[config.mk]
export PLATFORM = sky130hd
export DESIGN_NAME = bus_irq_mailbox
export DESIGN_NICKNAME = d
export VERILOG_FILES = /design/src/rtl/bus_irq_mailbox.sv
export SDC_FILE = /design/constraint.sdc
export NUM_CORES = 2
export LEC_CHECK = 0
export BUFFER_PORTS_ARGS = -buffer_cell sky130_fd_sc_hd__buf_4
export CELL_PAD_IN_SITES_DETAIL_PLACEMENT = 2
export CELL_PAD_IN_SITES_GLOBAL_PLACEMENT = 2
export CORE_MARGIN = 1.5
export CORE_UTILIZATION = 33
export CTS_BUF_LIST = sky130_fd_sc_hd__clkbuf_8
export DETAILED_ROUTE_END_ITERATION = 8
export GPL_ROUTABILITY_DRIVEN = 0
export PLACE_DENSITY = 0.81
export SLEW_MARGIN = 20
export SYNTH_ARGS = -nofsm -noshare
export SYNTH_HDL_FRONTEND = slang
export SYNTH_SLANG_ARGS = --single-unit
[constraint.sdc]
create_clock -name clk -period 2.66 [get_ports clk]
set_input_delay 0.133 -clock clk [delete_from_list [all_inputs] [get_ports clk]]
set_output_delay 0.133 -clock clk [all_outputs]
set_load 0.01 [all_outputs]
[src/rtl/bus_irq_mailbox.sv]
module bus_irq_mailbox #(
  parameter int NCPU   = 6,
  parameter int SRC_W  = 5,
  parameter int DATA_W = 64,
  parameter int VEC_W  = 6,
  localparam int CPU_W = (NCPU > 1) ? $clog2(NCPU) : 1
) (
  input  logic              clk,
  input  logic              rst_n,
  input  logic              msg_valid,
  input  logic [CPU_W-1:0]  msg_cpu,
  input  logic [SRC_W-1:0]  msg_src,
  input  logic [DATA_W-1:0] msg_d0,
  input  logic [DATA_W-1:0] msg_d1,
  output logic              msg_ack,
  output logic              msg_nack,
  output logic              irq_post,
  output logic [CPU_W-1:0]  irq_cpu,
  output logic [VEC_W-1:0]  irq_vec,
  input  logic              reg_en,
  input  logic              reg_wr,
  input  logic [9:0]        reg_addr,
  input  logic [CPU_W-1:0]  reg_cpu,
  input  logic [DATA_W-1:0] reg_wdata,
  output logic              reg_rvalid,
  output logic [DATA_W-1:0] reg_rdata
);

  localparam int NSLOT    = 1 << CPU_W;
  localparam int BUSY_BIT = 5;
  localparam logic [CPU_W:0] NCPU_C = (CPU_W+1)'(NCPU);

  typedef enum logic [2:0] {K_NONE, K_D0, K_D1, K_BZ, K_VEC} kind_t;

  logic [NSLOT-1:0]  busy_q;
  logic [NSLOT-1:0]  busy_eff;
  logic [SRC_W-1:0]  src_q [NSLOT];
  logic [DATA_W-1:0] d0_q  [NSLOT];
  logic [DATA_W-1:0] d1_q  [NSLOT];
  logic [VEC_W-1:0]  vec_q;

  kind_t            kind;
  logic [CPU_W-1:0] slot;
  logic [4:0]       idx;
  logic             idx_ok, alias_ok;
  logic             bz_wr, vec_wr;

  assign idx      = reg_addr[7:3];
  assign idx_ok   = {1'b0, idx} < 6'(NCPU);
  assign alias_ok = {1'b0, reg_cpu} < NCPU_C;

  always_comb begin
    kind = K_NONE;
    slot = '0;
    if (reg_addr[2:0] == 3'd0) begin
      case (reg_addr[9:8])
        2'd0: if (idx_ok) begin kind = K_D0; slot = idx[CPU_W-1:0]; end
        2'd1: if (idx_ok) begin kind = K_D1; slot = idx[CPU_W-1:0]; end
        2'd2: if (idx_ok) begin kind = K_BZ; slot = idx[CPU_W-1:0]; end
        default: begin
          case (idx)
            5'd0: if (alias_ok) begin kind = K_D0; slot = reg_cpu; end
            5'd1: if (alias_ok) begin kind = K_D1; slot = reg_cpu; end
            5'd2: if (alias_ok) begin kind = K_BZ; slot = reg_cpu; end
            5'd3: kind = K_VEC;
            default: kind = K_NONE;
          endcase
        end
      endcase
    end
  end

  assign bz_wr  = reg_en && reg_wr && (kind == K_BZ);
  assign vec_wr = reg_en && reg_wr && (kind == K_VEC);

  assign msg_ack  = msg_valid && !busy_eff[msg_cpu];
  assign msg_nack = msg_valid && busy_eff[msg_cpu];

  for (genvar i = 0; i < NSLOT; i++) begin : g_slot
    if (i < NCPU) begin : g_real
      logic              wr_hit, take;
      logic              bz_r;
      logic [SRC_W-1:0]  src_r;
      logic [DATA_W-1:0] d0_r, d1_r;

      assign wr_hit      = bz_wr && (slot == CPU_W'(i));
      assign busy_eff[i] = wr_hit ? reg_wdata[BUSY_BIT] : bz_r;
      assign take        = msg_ack && (msg_cpu == CPU_W'(i));

      always_ff @(posedge clk) begin
        if (!rst_n) begin
          bz_r  <= 1'b0;
          src_r <= '0;
          d0_r  <= '0;
          d1_r  <= '0;
        end else if (take) begin
          bz_r  <= 1'b1;
          src_r <= msg_src;
          d0_r  <= msg_d0;
          d1_r  <= msg_d1;
        end else if (wr_hit) begin
          bz_r  <= reg_wdata[BUSY_BIT];
        end
      end

      assign busy_q[i] = bz_r;
      assign src_q[i]  = src_r;
      assign d0_q[i]   = d0_r;
      assign d1_q[i]   = d1_r;
    end else begin : g_pad
      assign busy_eff[i] = 1'b1;
      assign busy_q[i]   = 1'b0;
      assign src_q[i]    = '0;
      assign d0_q[i]     = '0;
      assign d1_q[i]     = '0;
    end
  end

  always_ff @(posedge clk) begin
    if (!rst_n) vec_q <= '0;
    else if (vec_wr) vec_q <= reg_wdata[VEC_W-1:0];
  end

  always_ff @(posedge clk) begin
    if (!rst_n) begin
      irq_post <= 1'b0;
      irq_cpu  <= '0;
      irq_vec  <= '0;
    end else begin
      irq_post <= msg_ack;
      irq_cpu  <= msg_cpu;
      irq_vec  <= vec_q;
    end
  end

  logic [DATA_W-1:0] rd_mux;

  always_comb begin
    rd_mux = '0;
    case (kind)
      K_D0:  rd_mux = d0_q[slot];
      K_D1:  rd_mux = d1_q[slot];
      K_BZ: begin
        rd_mux[BUSY_BIT]  = busy_q[slot];
        rd_mux[SRC_W-1:0] = src_q[slot];
      end
      K_VEC: rd_mux[VEC_W-1:0] = vec_q;
      default: rd_mux = '0;
    endcase
  end

  always_ff @(posedge clk) begin
    if (!rst_n) begin
      reg_rvalid <= 1'b0;
      reg_rdata  <= '0;
    end else begin
      reg_rvalid <= reg_en && !reg_wr;
      reg_rdata  <= (reg_en && !reg_wr) ? rd_mux : '0;
    end
  end

  logic unused_wbits;
  assign unused_wbits = ^reg_wdata[DATA_W-1:VEC_W];


  irq_follow_chk: assert property (@(posedge clk) disable iff (!rst_n)
    msg_ack |=> irq_post && (irq_cpu == $past(msg_cpu)));


  no_irq_on_refuse_chk: assert property (@(posedge clk) disable iff (!rst_n)
    (msg_nack && !msg_ack) |=> !irq_post);


  take_sets_busy_chk: assert property (@(posedge clk) disable iff (!rst_n)
    msg_ack |=> busy_q[$past(msg_cpu)]);


  vec_hold_chk: assert property (@(posedge clk) disable iff (!rst_n)
    !vec_wr |=> $stable(vec_q));


  rd_resp_chk: assert property (@(posedge clk) disable iff (!rst_n)
    (reg_en && !reg_wr) |=> reg_rvalid);

endmodule

* Word-level counts from Yosys, hierarchy flattened
Index checks and enable logic that the tools add are counted.
** Cells by class
- Magnitude comparators :: 5
- Equal/unequal tests :: 19
- Muxes and demuxes :: 41
- Bitwise operators :: 1
- Reduce and logical (&&, ||, !) cells :: 28
** Operator list (number)
- binary-select mux 64 bit (select 3 bit) :: 2
- 2-to-1 mux 64 bit :: 4
- case mux 58 bit (2 select lines) :: 1
- case mux 6 bit (4 select lines) :: 1
- == test 3 x 2 -> 1 bit, second input constant :: 6
- logical AND 1 bit :: 18
- 2-to-1 mux 3 bit :: 6
- 2-to-1 mux 1 bit :: 16
- binary-select mux 5 bit (select 3 bit) :: 1
- == test 3 bit, second input constant :: 5
- case mux 3 bit (4 select lines) :: 1
- == test 5 x 2 -> 1 bit, second input constant :: 2
- 2-to-1 mux 5 bit :: 2
- == test 3 x 1 -> 1 bit, second input constant :: 3
- zero test 3 bit :: 3
- case mux 3 bit (3 select lines) :: 1
- < comparator 3 x 4 -> 1 bit, second input constant :: 2
- 2-to-1 mux 2 bit :: 4
- binary-select mux 1 bit (select 3 bit) :: 2
- OR reduction 3 bit :: 2
- == test 5 x 1 -> 1 bit, second input constant :: 1
- zero test 5 bit :: 1
- < comparator 5 x 3 -> 1 bit, second input constant :: 1
- >= comparator 4 bit, second input constant :: 1
- other kinds (7) :: 8
** Storage, ports and cells
- Register bits after elaboration :: 885
- Output and inout port bits :: 77

* Logic depth before layout (Yosys ltp)
- Depth in word-level cells :: 15
- Depth in mapped cells :: 12

* Worst setup path before layout
OpenSTA, ideal clock, no wires.
- Path kind :: input to register
- Start :: input reg_addr[6]
- End :: register g_slot[0].g_real.d0_r[34]
- Arrival time :: 2.556 ns
- Path slack :: -0.028 ns
- Stages on the path :: 11
- Cells stage by stage :: or3_1 nor4b_4 o21ai_1 or4_1 buf_2 o311a_1 clkbuf_1 buf_2 buf_2 nand2_1 a21oi_1
** On the way
- Longest elaborated chain between the ends :: 13
- Elaborated cells on any way between the ends :: 41
- Those cells by class :: order compare: 1; eq/ne: 9; mux: 18; reduce/logical: 13
** RTL lines
- start, declared :: RTL line 22 : input logic [9:0] reg_addr,
- < comparator 5 x 3 -> 1 bit, or another cell as far along :: RTL line 49 : assign idx_ok = {1'b0, idx} < 6'(NCPU);
- 2-to-1 mux 2 bit, or another cell as far along :: RTL line 59 : 2'd2: if (idx_ok) begin kind = K_BZ; slot = idx[CPU_W-1:0]; end
- case mux 3 bit (3 select lines) / 2-to-1 mux 3 bit (equally long branches)
- 2-to-1 mux 3 bit (on tied branches)
- == test 3 x 2 -> 1 bit / 2-to-1 mux 3 bit (equally long branches) :: RTL line 73, 55
- logical AND 1 bit, or another cell as far along :: RTL line 73 : assign bz_wr = reg_en && reg_wr && (kind == K_BZ);
- logical AND 1 bit :: RTL line 86 : assign wr_hit = bz_wr && (slot == CPU_W'(i));
- 2-to-1 mux 1 bit (on tied branches)
- binary-select mux 1 bit (select 3 bit) * :: RTL line 76 : assign msg_ack = msg_valid && !busy_eff[msg_cpu];
- 2-to-1 mux 1 bit (not written as such) * :: RTL line 76
- zero test 1 bit * :: RTL line 76
- logical AND 1 bit * :: RTL line 76
- logical AND 1 bit * :: RTL line 88 : assign take = msg_ack && (msg_cpu == CPU_W'(i));
- end signal, assigned :: RTL line 99 : d0_r <= msg_d0;
- end, declared :: RTL line 84 : logic [DATA_W-1:0] d0_r, d1_r;
Mark *: on every way between the ends. The rest lies on a longest branch, timed or not. The select of a mux whose other input is x is not followed.
A chain may end at the register's enable or synchronous reset.

* Final worst setup path
- Start :: input reg_addr[5]
- End :: output msg_ack
** On the way
- Longest elaborated chain between the ends :: 12
- Elaborated cells on any way between the ends :: 40
- Those cells by class :: order compare: 1; eq/ne: 9; mux: 18; reduce/logical: 12
** RTL lines
- < comparator 5 x 3 -> 1 bit, or another cell as far along :: RTL line 49
- 2-to-1 mux 2 bit, or another cell as far along :: RTL line 59
- case mux 3 bit (3 select lines) / 2-to-1 mux 3 bit (equally long branches)
- 2-to-1 mux 3 bit (on tied branches)
- == test 3 x 2 -> 1 bit / 2-to-1 mux 3 bit (equally long branches) :: RTL line 73, 55
- logical AND 1 bit, or another cell as far along :: RTL line 73
- logical AND 1 bit :: RTL line 86
- 2-to-1 mux 1 bit (on tied branches)
- binary-select mux 1 bit (select 3 bit) * :: RTL line 76
- 2-to-1 mux 1 bit (not written as such) * :: RTL line 76
- zero test 1 bit * :: RTL line 76
- logical AND 1 bit * :: RTL line 76
- end, declared :: RTL line 15 : output logic msg_ack,
Marks and branches as above.

==> summary.txt <==
status - complete, but fails checks
failing checks - negative setup slack
crit-path cells - buf_6 > or3_4 > nor4b_4 > buf_4 > buf_4 > o221ai_1 > o32ai_2 > buf_4 > o31ai_4 > a21o_1 > a21boi_1 > buf_4
final setup violation count - 4
CTS Buf Count - 160
Worst-path clk slew - 0.06 ns
CTS root buf - clkbuf_8
Top FF cell, synth - dfxtp_1
number of max-cap violations - 0
full die area - 0.115 mm2
CP max stage delay - 0.41 ns
final clock skew - 0.0318 ns
EDFF count, synth - 0
Wirelength per Cell - 25.4 um
Pint - 21.2 mW
Max-slew headroom - 0.298
routed wire length - 171 mm
starting DRC count in detailed routing - 2515
fraction of layout cells with a size suffix above 1 - 0.155
Filler cells - 12200
H-tree lvl count - 4
WP data required - 2.53 ns
initial core utilization - 0.332
Net Sw Frac - 0.270
Crit path arrival time - 2.63 ns
final period utilization - 1.04
I/O pin cnt - 295
Cells after Synth - 4682
grt ovf - 0
Vias - 37900
DRC violation count after routing - 0
Switch Pwr - 7.83 mW
Fin Hold WS - 0.114 ns
Hold Crit Class - input pin to flip-flop
worst skew pair latency - 0.84 ns
Cell Rows - 123
global-route wire length before repair - 259 mm
I/O Buffers - 236
Tightest Pin Transition - 1.05 ns
synth cell count leaders - nand2_1, dfxtp_1, nand3_1
fin crit period - 2.76 ns
CP max-delay cell - or3_4
DP Cell Count - 6293
Setup CP Type - input pin to output port
count leader, synth - nand2_1
DIE WIDTH - 339 um
synthesized flop and latch total - 885
Synth area leader - dfxtp_1
Final Max Tran Viols - 0
Clock Power Share - 0.458
clock sink count - 885
sequential fraction of the synthesis area - 0.476
Area after DPL - 0.0426 mm2
combinational share of power - 0.072
syn nets - 4900
Clock Tree Buf Depth - 3
sequential share of power - 0.470
cell mode on critical path - buf_4
Antenna Violating Nets Remaining - 0
non-filler cells, final - 6741
Core Area - 0.112 mm2
main area contributors after synthesis - dfxtp_1, nand2_1, mux2i_1
Area Overhead vs Synth - 27.7%
Syn Area/Cell - 7.95 um2
FMAX - 0.362 GHz
final instance area - 0.0476 mm2
warnings from Yosys - 0
critical-path maximum fanout - 4
fin util - 0.424
PwrDens - 610 mW/mm2
Final WS setup - -0.101 ns
distinct cell type count after synthesis - 58
total power - 29.0 mW
mapped cell area - 0.0372 mm2
via/cell ratio - 5.62
number of global-route vias before repair - 42100
nets - 5336
Place WS - -0.422 ns
ys async rst share - 0
initial antenna violation count - 4
dpl hpwl - 99.1 mm
leakage power figure - 18.7 nW
CTS tree - yes
largest net degree at the start of global routing - 185
CP Launch Type - input pin
maximum vdd drop - 367 uV
GRT Util Overall - 0.288
CP Capture Type - output port
Fin. Hold Viols - 0
setup tns final - -0.233 ns
Die Ht - 339 um
drt pass-1 iters - 5
Synth top area share - 0.476
==> cell usage in the layout, fill, tap and decap left out, types with 71 or more instances in the layout <==
master / n
buf_4: 438
a211oi_1: 71
nor2_1: 157
dlygate4sd3_1: 150
mux2i_1: 386
nand2_1: 1296
a21oi_1: 374
clkbuf_8: 202
dfxtp_1: 883
o21ai_0: 311
nand3_1: 502
buf_12: 93
==> layout make-up <==
class,count,area (um2),area share
tap,1500,1880,0.0395
clock inverter,80,397,0.00834
clock buffer,202,2780,0.0584
inverter,7,33.8,0.000710
timing repair buffer,685,6700,0.141
antenna,3,7.51,0.000158
multi-input combinational,3379,18100,0.380
sequential,885,17700,0.373
==> repair_timing <==
action	in CTS	in global routing
hold endpoints to repair	820	0
pin swaps	3	12
setup buffers	4	11
resized for setup	15	18
endpoints found under the setup margin	2	2
gates cloned	0	0
hold buffers	150	0
==> logic make-up after synthesis <==
logic type | count (synthesis) | synth area share
compound gates | 909 | 0.138
xor+xnor | 3 | 0.000706
buf+inv | 418 | 0.0471
flops | 885 | 0.476
mux | 389 | 0.105
simple gates | 2078 | 0.234
==> worst paths after layout <==
path / start / endpoint / slack [ns] / depth (start not counted)
worst max-delay path: reg_addr[5] / msg_ack / -0.10 / 12
worst min-delay path: msg_d0[21] / g_slot[3].g_real.d0_r[21]$_SDFFE_PN0P_ / 0.11 / 4
worst max register to register: g_slot[0].g_real.bz_r$_SDFF_PN0_ / g_slot[0].g_real.d0_r[49]$_SDFFE_PN0P_ / 0.05 / 10
worst min register to register: g_slot[2].g_real.d1_r[62]$_SDFFE_PN0P_ / g_slot[2].g_real.d1_r[62]$_SDFFE_PN0P_ / 0.45 / 2
==> critical path, delay by kind of cell <==
kind / cells / cell delay [ns]
AOI/OAI and AO/OA: 5 / 0.92
buffers and inverters: 5 / 0.78
and+or+nand+nor: 2 / 0.78
==> registers in the layout (all words and copies together), names as in the netlist <==
| name | flops |
|---|---|
| g_slot.g_real.bz_r | 6 |
| g_slot.g_real.src_r | 30 |
| irq_post | 1 |
| irq_cpu | 3 |
| vec_q | 6 |
| reg_rdata | 64 |
| g_slot.g_real.d0_r | 384 |
| irq_vec | 6 |
| reg_rvalid | 1 |
| g_slot.g_real.d1_r | 384 |
==> routing by layer <==
metal  track usage  share of wire  vias to the layer above
met3        0.0421          0.045                      464
met4         0.134          0.045                        2
met5             0       0.000082                        -
li1              -              -                    16900
met1         0.341           0.41                    19400
met2         0.509           0.50                     1157
==> power groups by stage <==
stage                     Clock (mW)  Sequential (mW)  Combinational, mW
after floorplan                    0             13.9              0.850
after global placement             0             13.9               1.72
after detailed placement           0             13.9               1.78
after CTS                       13.4             13.6               2.01
after global routing            14.1             13.6               2.21
final                           13.3             13.6               2.09
Note: power is estimated with default switching activity, not from simulation.
